===== src/rtl/rtg_pkg.sv =====
package rtg_pkg;
  localparam int unsigned RW       = 32;
  localparam logic [RW-1:0] POLY   = 32'h8020_0003;
  localparam logic [RW-1:0] SEED_T = 32'h0000_0001;
  localparam logic [RW-1:0] SEED_H = 32'hACE1_2468;
  localparam int unsigned BX_DIV   = 8;
endpackage


===== src/rtl/rtg_lfsr.sv =====
module rtg_lfsr #(
  parameter int unsigned W        = 32,
  parameter logic [W-1:0] POLY    = '1,
  parameter logic [W-1:0] SEED    = 1
) (
  input  logic         clk_i,
  input  logic         rst_ni,
  output logic [W-1:0] word_o
);
  logic [W-1:0] state_q, state_d;

  always_comb begin
    state_d = {1'b0, state_q[W-1:1]};
    if (state_q[0]) state_d = state_d ^ POLY;
  end

  always_ff @(posedge clk_i or negedge rst_ni) begin
    if (!rst_ni) state_q <= SEED;
    else         state_q <= state_d;
  end

  assign word_o = state_q;
endmodule


===== src/rtl/rtg_bx_div.sv =====
module rtg_bx_div #(
  parameter int unsigned DIV = 8
) (
  input  logic clk_i,
  input  logic rst_ni,
  output logic phase0_o
);
  localparam int unsigned CW = (DIV > 1) ? $clog2(DIV) : 1;
  localparam logic [CW-1:0] LAST = CW'(DIV - 1);
  logic [CW-1:0] cnt_q;

  always_ff @(posedge clk_i or negedge rst_ni) begin
    if (!rst_ni)           cnt_q <= '0;
    else if (cnt_q == LAST) cnt_q <= '0;
    else                   cnt_q <= cnt_q + 1'b1;
  end

  assign phase0_o = (cnt_q == '0);
endmodule


===== src/rtl/rtg_fire.sv =====
module rtg_fire #(
  parameter int unsigned W = 32
) (
  input  logic         clk_i,
  input  logic         rst_ni,
  input  logic         en_i,
  input  logic [W-1:0] word_i,
  input  logic [W-1:0] thresh_i,
  output logic         fire_o
);
  always_ff @(posedge clk_i or negedge rst_ni) begin
    if (!rst_ni) fire_o <= 1'b0;
    else         fire_o <= en_i && (word_i < thresh_i);
  end
endmodule


===== src/rtl/rand_trig_hit_gen.sv =====
module rand_trig_hit_gen
  import rtg_pkg::*;
#(
  parameter int unsigned    W      = RW,
  parameter logic [W-1:0]   POLY_P = POLY,
  parameter logic [W-1:0]   SEED_TRIG = SEED_T,
  parameter logic [W-1:0]   SEED_HIT  = SEED_H,
  parameter int unsigned    DIV    = BX_DIV
) (
  input  logic         clk_i,
  input  logic         rst_ni,
  input  logic [W-1:0] trig_thresh_i,
  input  logic [W-1:0] hit_thresh_i,
  output logic         bx_o,
  output logic         trig_o,
  output logic         hit_o
);
  logic [W-1:0] trig_word, hit_word;
  logic         phase0;

  rtg_lfsr #(.W(W), .POLY(POLY_P), .SEED(SEED_TRIG)) u_lfsr_trig (
    .clk_i(clk_i), .rst_ni(rst_ni), .word_o(trig_word));

  rtg_lfsr #(.W(W), .POLY(POLY_P), .SEED(SEED_HIT)) u_lfsr_hit (
    .clk_i(clk_i), .rst_ni(rst_ni), .word_o(hit_word));

  rtg_bx_div #(.DIV(DIV)) u_div (
    .clk_i(clk_i), .rst_ni(rst_ni), .phase0_o(phase0));

  rtg_fire #(.W(W)) u_fire_trig (
    .clk_i(clk_i), .rst_ni(rst_ni), .en_i(phase0),
    .word_i(trig_word), .thresh_i(trig_thresh_i), .fire_o(trig_o));

  rtg_fire #(.W(W)) u_fire_hit (
    .clk_i(clk_i), .rst_ni(rst_ni), .en_i(1'b1),
    .word_i(hit_word), .thresh_i(hit_thresh_i), .fire_o(hit_o));

  // strobe registered so it lines up with the trigger decision
  always_ff @(posedge clk_i or negedge rst_ni) begin
    if (!rst_ni) bx_o <= 1'b0;
    else         bx_o <= phase0;
  end
endmodule


===== config.mk =====
export PLATFORM = sky130hd
export DESIGN_NAME = rand_trig_hit_gen
export DESIGN_NICKNAME = d
export VERILOG_FILES = /design/src/rtl/rtg_pkg.sv /design/src/rtl/rtg_lfsr.sv /design/src/rtl/rtg_bx_div.sv /design/src/rtl/rtg_fire.sv /design/src/rtl/rand_trig_hit_gen.sv
export SDC_FILE = /design/constraint.sdc
export NUM_CORES = 1
export LEC_CHECK = 0
export ABC_AREA = 1
export BUFFER_PORTS_ARGS = -buffer_cell sky130_fd_sc_hd__buf_4
export CAP_MARGIN = 15
export CORE_UTILIZATION = 50
export DETAILED_ROUTE_END_ITERATION = 10
export GPL_ROUTABILITY_DRIVEN = 1
export PLACE_DENSITY = 0.71
export SLEW_MARGIN = 40
export SYNTH_ARGS = -nofsm -noshare
export SYNTH_HDL_FRONTEND = slang
export SYNTH_HIERARCHICAL = 1
export SYNTH_SLANG_ARGS = --single-unit

===== constraint.sdc =====
create_clock -name clk_i -period 1.7 [get_ports clk_i]
set_input_delay 0.34 -clock clk_i [delete_from_list [all_inputs] [get_ports clk_i]]
set_output_delay 0.34 -clock clk_i [all_outputs]
set_load 0.02 [all_outputs]

Word-level counts from Yosys, hierarchy flattened
Cells that the tools add are included.

Register bits after elaboration: 70. Bits in latches: 0. Bits in writable memories: 0. Bits in read-only memories: 0. Bits of input ports: 66. Memories: 0.

Add/subtract/negate cells: 1. Multipliers: 0. Divide/modulo/power cells: 0. Order comparisons: 2. Eq/ne operators: 1. Shift-type cells: 0. Muxes and demuxes: 3. Bitwise logic cells: 2. Reduce and logical (&&, ||, !) cells: 2.

Operators by type and width (count): $lt 32x32->1 (2); $mux 32 (2); $not 3->4 (2); $add 3x1->3 const B (1); $eq 3x3->1 const B (1); $logic_not 3->1 (1); $mux 3 (1); $logic_and 1x1->1 (1).

Depth between registers and ports, before layout
Word-level depth: 2. Mapped depth: 12. Mapped depth without buffers: 11.

Modules after synthesis
Netlist, hierarchy kept.

Modules (own cells, without submodules): rtg_lfsr at u_lfsr_hit (times used 1, cells each 74, area each 1083.5 um^2, sequential area each 817.0 um^2); rtg_lfsr at u_lfsr_trig (times used 1, cells each 74, area each 1068.5 um^2, sequential area each 802.0 um^2); rtg_fire at u_fire_hit (times used 1, cells each 134, area each 869.6 um^2, sequential area each 25.0 um^2); rtg_fire at u_fire_trig (times used 1, cells each 134, area each 855.8 um^2, sequential area each 25.0 um^2); rtg_bx_div (times used 1, cells each 13, area each 138.9 um^2, sequential area each 75.1 um^2); rand_trig_hit_gen (times used 1, cells each 2, area each 28.8 um^2, sequential area each 25.0 um^2).

Least setup slack after synthesis
OpenSTA, ideal clock, no wires.

Path kind: register -> register. From: reg u_lfsr_hit.state_q[29] (netlist: u_lfsr_hit/word_o[29]). To: reg u_fire_hit.fire_o. Setup time: 0.077 ns. Arrival: 1.327 ns. Slack: 0.295 ns. Cell stages (with the launch flop): 10. Path buffers: 1. Clock period less this slack: 1.405 ns. Cell sequence: dfstp_2 buf_4 ha_1 nand2_1 inv_1 o21ai_1 nand4_1 nor2_1 nand2_1 a21oi_1.

Longest elaborated chain between the ends: 1.

Ends and longest elaborated chain: start: declaration (RTL line rtg_lfsr.sv:10) `logic [W-1:0] state_q, state_d;`; start signal: assignment (RTL line rtg_lfsr.sv:19) `else state_q <= state_d;`; $lt 32x32->1 (RTL line rtg_fire.sv:13) `else fire_o <= en_i && (word_i < thresh_i);`; end signal: assignment (RTL line rtg_fire.sv:13); end: declaration (RTL line rtg_fire.sv:9) `output logic fire_o`.

Every way passes these cells.

Final worst setup path
Ends and elaborated chain as after synthesis.

==> impl_metrics.toml <==
[synthesis]
synthCells = 431
synth_area_um2 = 4050
yosys.area.top_type = "dfrtp_1"
yosys-top-cells-count = "inv_1 (88), nand2_1 (75), ha_1 (65)"
synth_fp_nets = 562
synth_top_area_share_pct = 34.6
synthFlopType = "dfrtp_1"
synth.area.top_cells = "dfrtp_1 (35%), ha_1 (20%), buf_4 (11%), dfstp_2 (9.1%), inv_1 (8.2%)"
avgSynthCellArea_um2 = 9.39
yosysMostFrequentCell = "inv_1"
synth-warning-count = 6
ys_seq_area_share_pct = 43.7
ys_types = 21
synth-async-reset-ratio_pct = 100
synth-seq-cells = 70
synth_edf_count = 0

[place]
gp_congestion = 0.829
dp_hpwl_mm = 5.06
preCtsSetupSlack_ps = 184
numPortBuffers = 68

[sta]
fin_skew_ps = 6.91
finalHoldViolCount = 0
setup_viol = 0
tns_ps = 0
layout_min_cycle_time_ps = 1510
finalCritPeriodShare_pct = 88.9
setup_ws_ps = 188
drv_slew = 0
fmax_mhz = 661
grt_setup_unrepaired = "no"

[power_and_ir_drop]
p_seq_share_pct = 49.4
peakVddDrop_v = 0.000365
leakage_nw = 2.68
power_density_nw_per_um2 = 750
netSwitchingPower_mw = 0.720
pwr-share-comb_pct = 8.5
intPower_mw = 2.66
power_frac_clock_pct = 42.2
sw_frac_of_total_pct = 21.3

[hold_path]
whs_path_depth = 0
holdCritPathClass = "flop to flop"

[critical_path]
crit_type = "flop to flop"
crit_slowest_cell = "dfstp_2"
cp.arrival_ps = 1770
path_max_fanout = 2
ff2ff_path_depth = 8
path_common_cell = "nand2_1"
slowest_delay_ps = 540
r2r_end = "u_fire_hit/fire_o"
path_cells = "ha_1 > nand2_1 > inv_1 > o21ai_1 > nand4_1 > nor2_1 > nand2_1 > a21oi_1"
cp-endpoint = "u_fire_hit/fire_o"
r2r_slack_ps = 190
critPathCaptureType = "flop"
critPathLaunch = "u_lfsr_hit/word_o[29]"
timing.rr.start = "u_lfsr_hit/word_o[29]"
worstSetupStartpointType = "flop"
worstPathRequired_ps = 1960

[routing]
final_antenna_net_count = 0
vias = 2548
routed_wl_mm = 6.35
drtIter0Drc = 77
wl_per_cell_um = 11.3
dr.pass1.iters = 4
drc = 0
via_per_inst = 4.53

[finish]
diodes = 0
drive_above_1_share_pct = 24.8
multi_input_area_um2 = 1500
fin_nets = 586
regArea_um2 = 1770
fillers = 700
syn_to_final_growth_pct = 11.4

[floorplan]
die_area_um2 = 8450
fp.dieW_um = 91.9
core_area_um2 = 7770
start_util_pct = 52.1
num_rows = 32
die_h_um = 91.9
ios = 69

[global_routing]
grt_overflow = 0
grt_max_degree = 34
grt_pass1_vias = 2652
grt_first_pass_wirelength_mm = 11.5
antenna_found_initial = 0
track_usage_pct = 17.7

[cts]
cts_tree = "built"
cts_root_buf = "clkbuf_8"
cts_setup_buffers = 0
cts.reportedPaths.clkPinSlew_ps = 70
clock-sinks = 70
clk_latency_ps = 340
cts_buffers = 9
clock_path_buffers = 2
cts_max_level = 3

[run_status]
status = "complete, no violations"

[run]
max_cap_viol_count = 0
layout by cell type (no fill, tap or decap):
cell type / n
clkinvlp_4: 1
nor3_2: 4
nor3b_2: 1
o21a_1: 4
inv_2: 4
nand4_1: 3
dfstp_2: 14
o21ai_1: 4
inv_1: 88
clkbuf_8: 13
nand3_1: 3
ha_1: 65
clkbuf_1: 1
buf_12: 1
o21ai_0: 4
nand3_2: 2
nor3_1: 2
dlygate4sd3_1: 1
dfrtp_1: 56
nand2_1: 75
nor2_1: 14
nand2_2: 1
buf_4: 69
bufinv_16: 1
conb_1: 1
a21oi_1: 25
a21oi_2: 3
repair_timing:
item	in CTS	in global routing
hold buffers	1	0
gates resized for setup	0	0
endpoints found under the hold margin	18	0
flip-flops by register name, indices dropped and copies added, names as in the netlist:
signal and flops:
u_lfsr_trig/word_o 32, u_lfsr_hit/word_o 32, bx_o 1, u_fire_hit/fire_o 1, u_fire_trig/fire_o 1, u_div/cnt_q 3
worst max-delay path, delay by kind of cell (launching register included):
| family | cells | cell delay, ps |
|---|---|---|
| buffers and inverters | 1 | 30 |
| AOI/OAI and AO/OA | 2 | 250 |
| DFF | 1 | 540 |
| adders and majority gates | 1 | 250 |
| and+or+nand+nor | 4 | 360 |
power groups by stage:
stage,registers [mW],clock network (mW),logic (mW)
after floorplan,1.70,0,0.105
after global placement,1.70,0,0.281
after detailed placement,1.70,0,0.291
after CTS,1.67,1.48,0.295
after global routing,1.67,1.56,0.328
final,1.67,1.42,0.286
metal layers:
| layer | GRT usage, % | share of wire (%) | vias to the layer above |
|---|---|---|---|
| li1 | - | - | 1325 |
| met4 | 7.42 | 1.2 | 0 |
| met5 | 0 | 0 | - |
| met3 | 4.56 | 4.5 | 5 |
| met2 | 28.0 | 46 | 52 |
| met1 | 23.1 | 48 | 1166 |
how the worst min path moves through the flow:
stage	from	end	slack, ps
2_1_floorplan	rst_ni	bx_o	40
3_3_place_gp	rst_ni	u_lfsr_trig/word_o[1]	240
3_5_place_dp	rst_ni	u_lfsr_trig/word_o[3]	250
4_1_cts	u_lfsr_hit/word_o[23]	u_lfsr_hit/word_o[22]	370
5_1_grt	u_lfsr_hit/word_o[6]	u_lfsr_hit/word_o[5]	370
6_report	u_lfsr_hit/word_o[23]	u_lfsr_hit/word_o[22]	370
kinds of logic (layout without fill, tap and decap cells):
group                      count (synthesis)  after routing  synth area share (%)
other                                      1              1                0.0927
adders and majority gates                 65             65                  20.1
AOI/OAI and AO/OA                         40             40                  5.47
and+or+nand+nor                          105            105                  11.3
buffers and inverters                    150            179                  19.3
DFF                                       70             70                  43.7
cell type report:
| class | count | share of cell area (%) |
|---|---|---|
| tap | 102 | 2.83 |
| clock inverter | 2 | 0.833 |
| clock buffer | 14 | 4.05 |
| multi-input combinational | 211 | 33.2 |
| sequential | 70 | 39.3 |
| inverter | 92 | 7.66 |
| timing repair buffer | 71 | 12.2 |
stage by stage:
stage	cells	total power [mW]	utilization [%]	cell area [um2]	hold slack, ps
detailed placement	545	1.99	55.0	4280	253
CTS	562	3.44	58.0	4510	372
global route	562	3.55	58.0	4510	369
finish	562	3.38	58.0	4510	370
global placement	545	1.98	55.0	4280	242
floorplan	431	1.81	-	4050	44.4
Note: power is estimated with default switching activity, not from simulation.
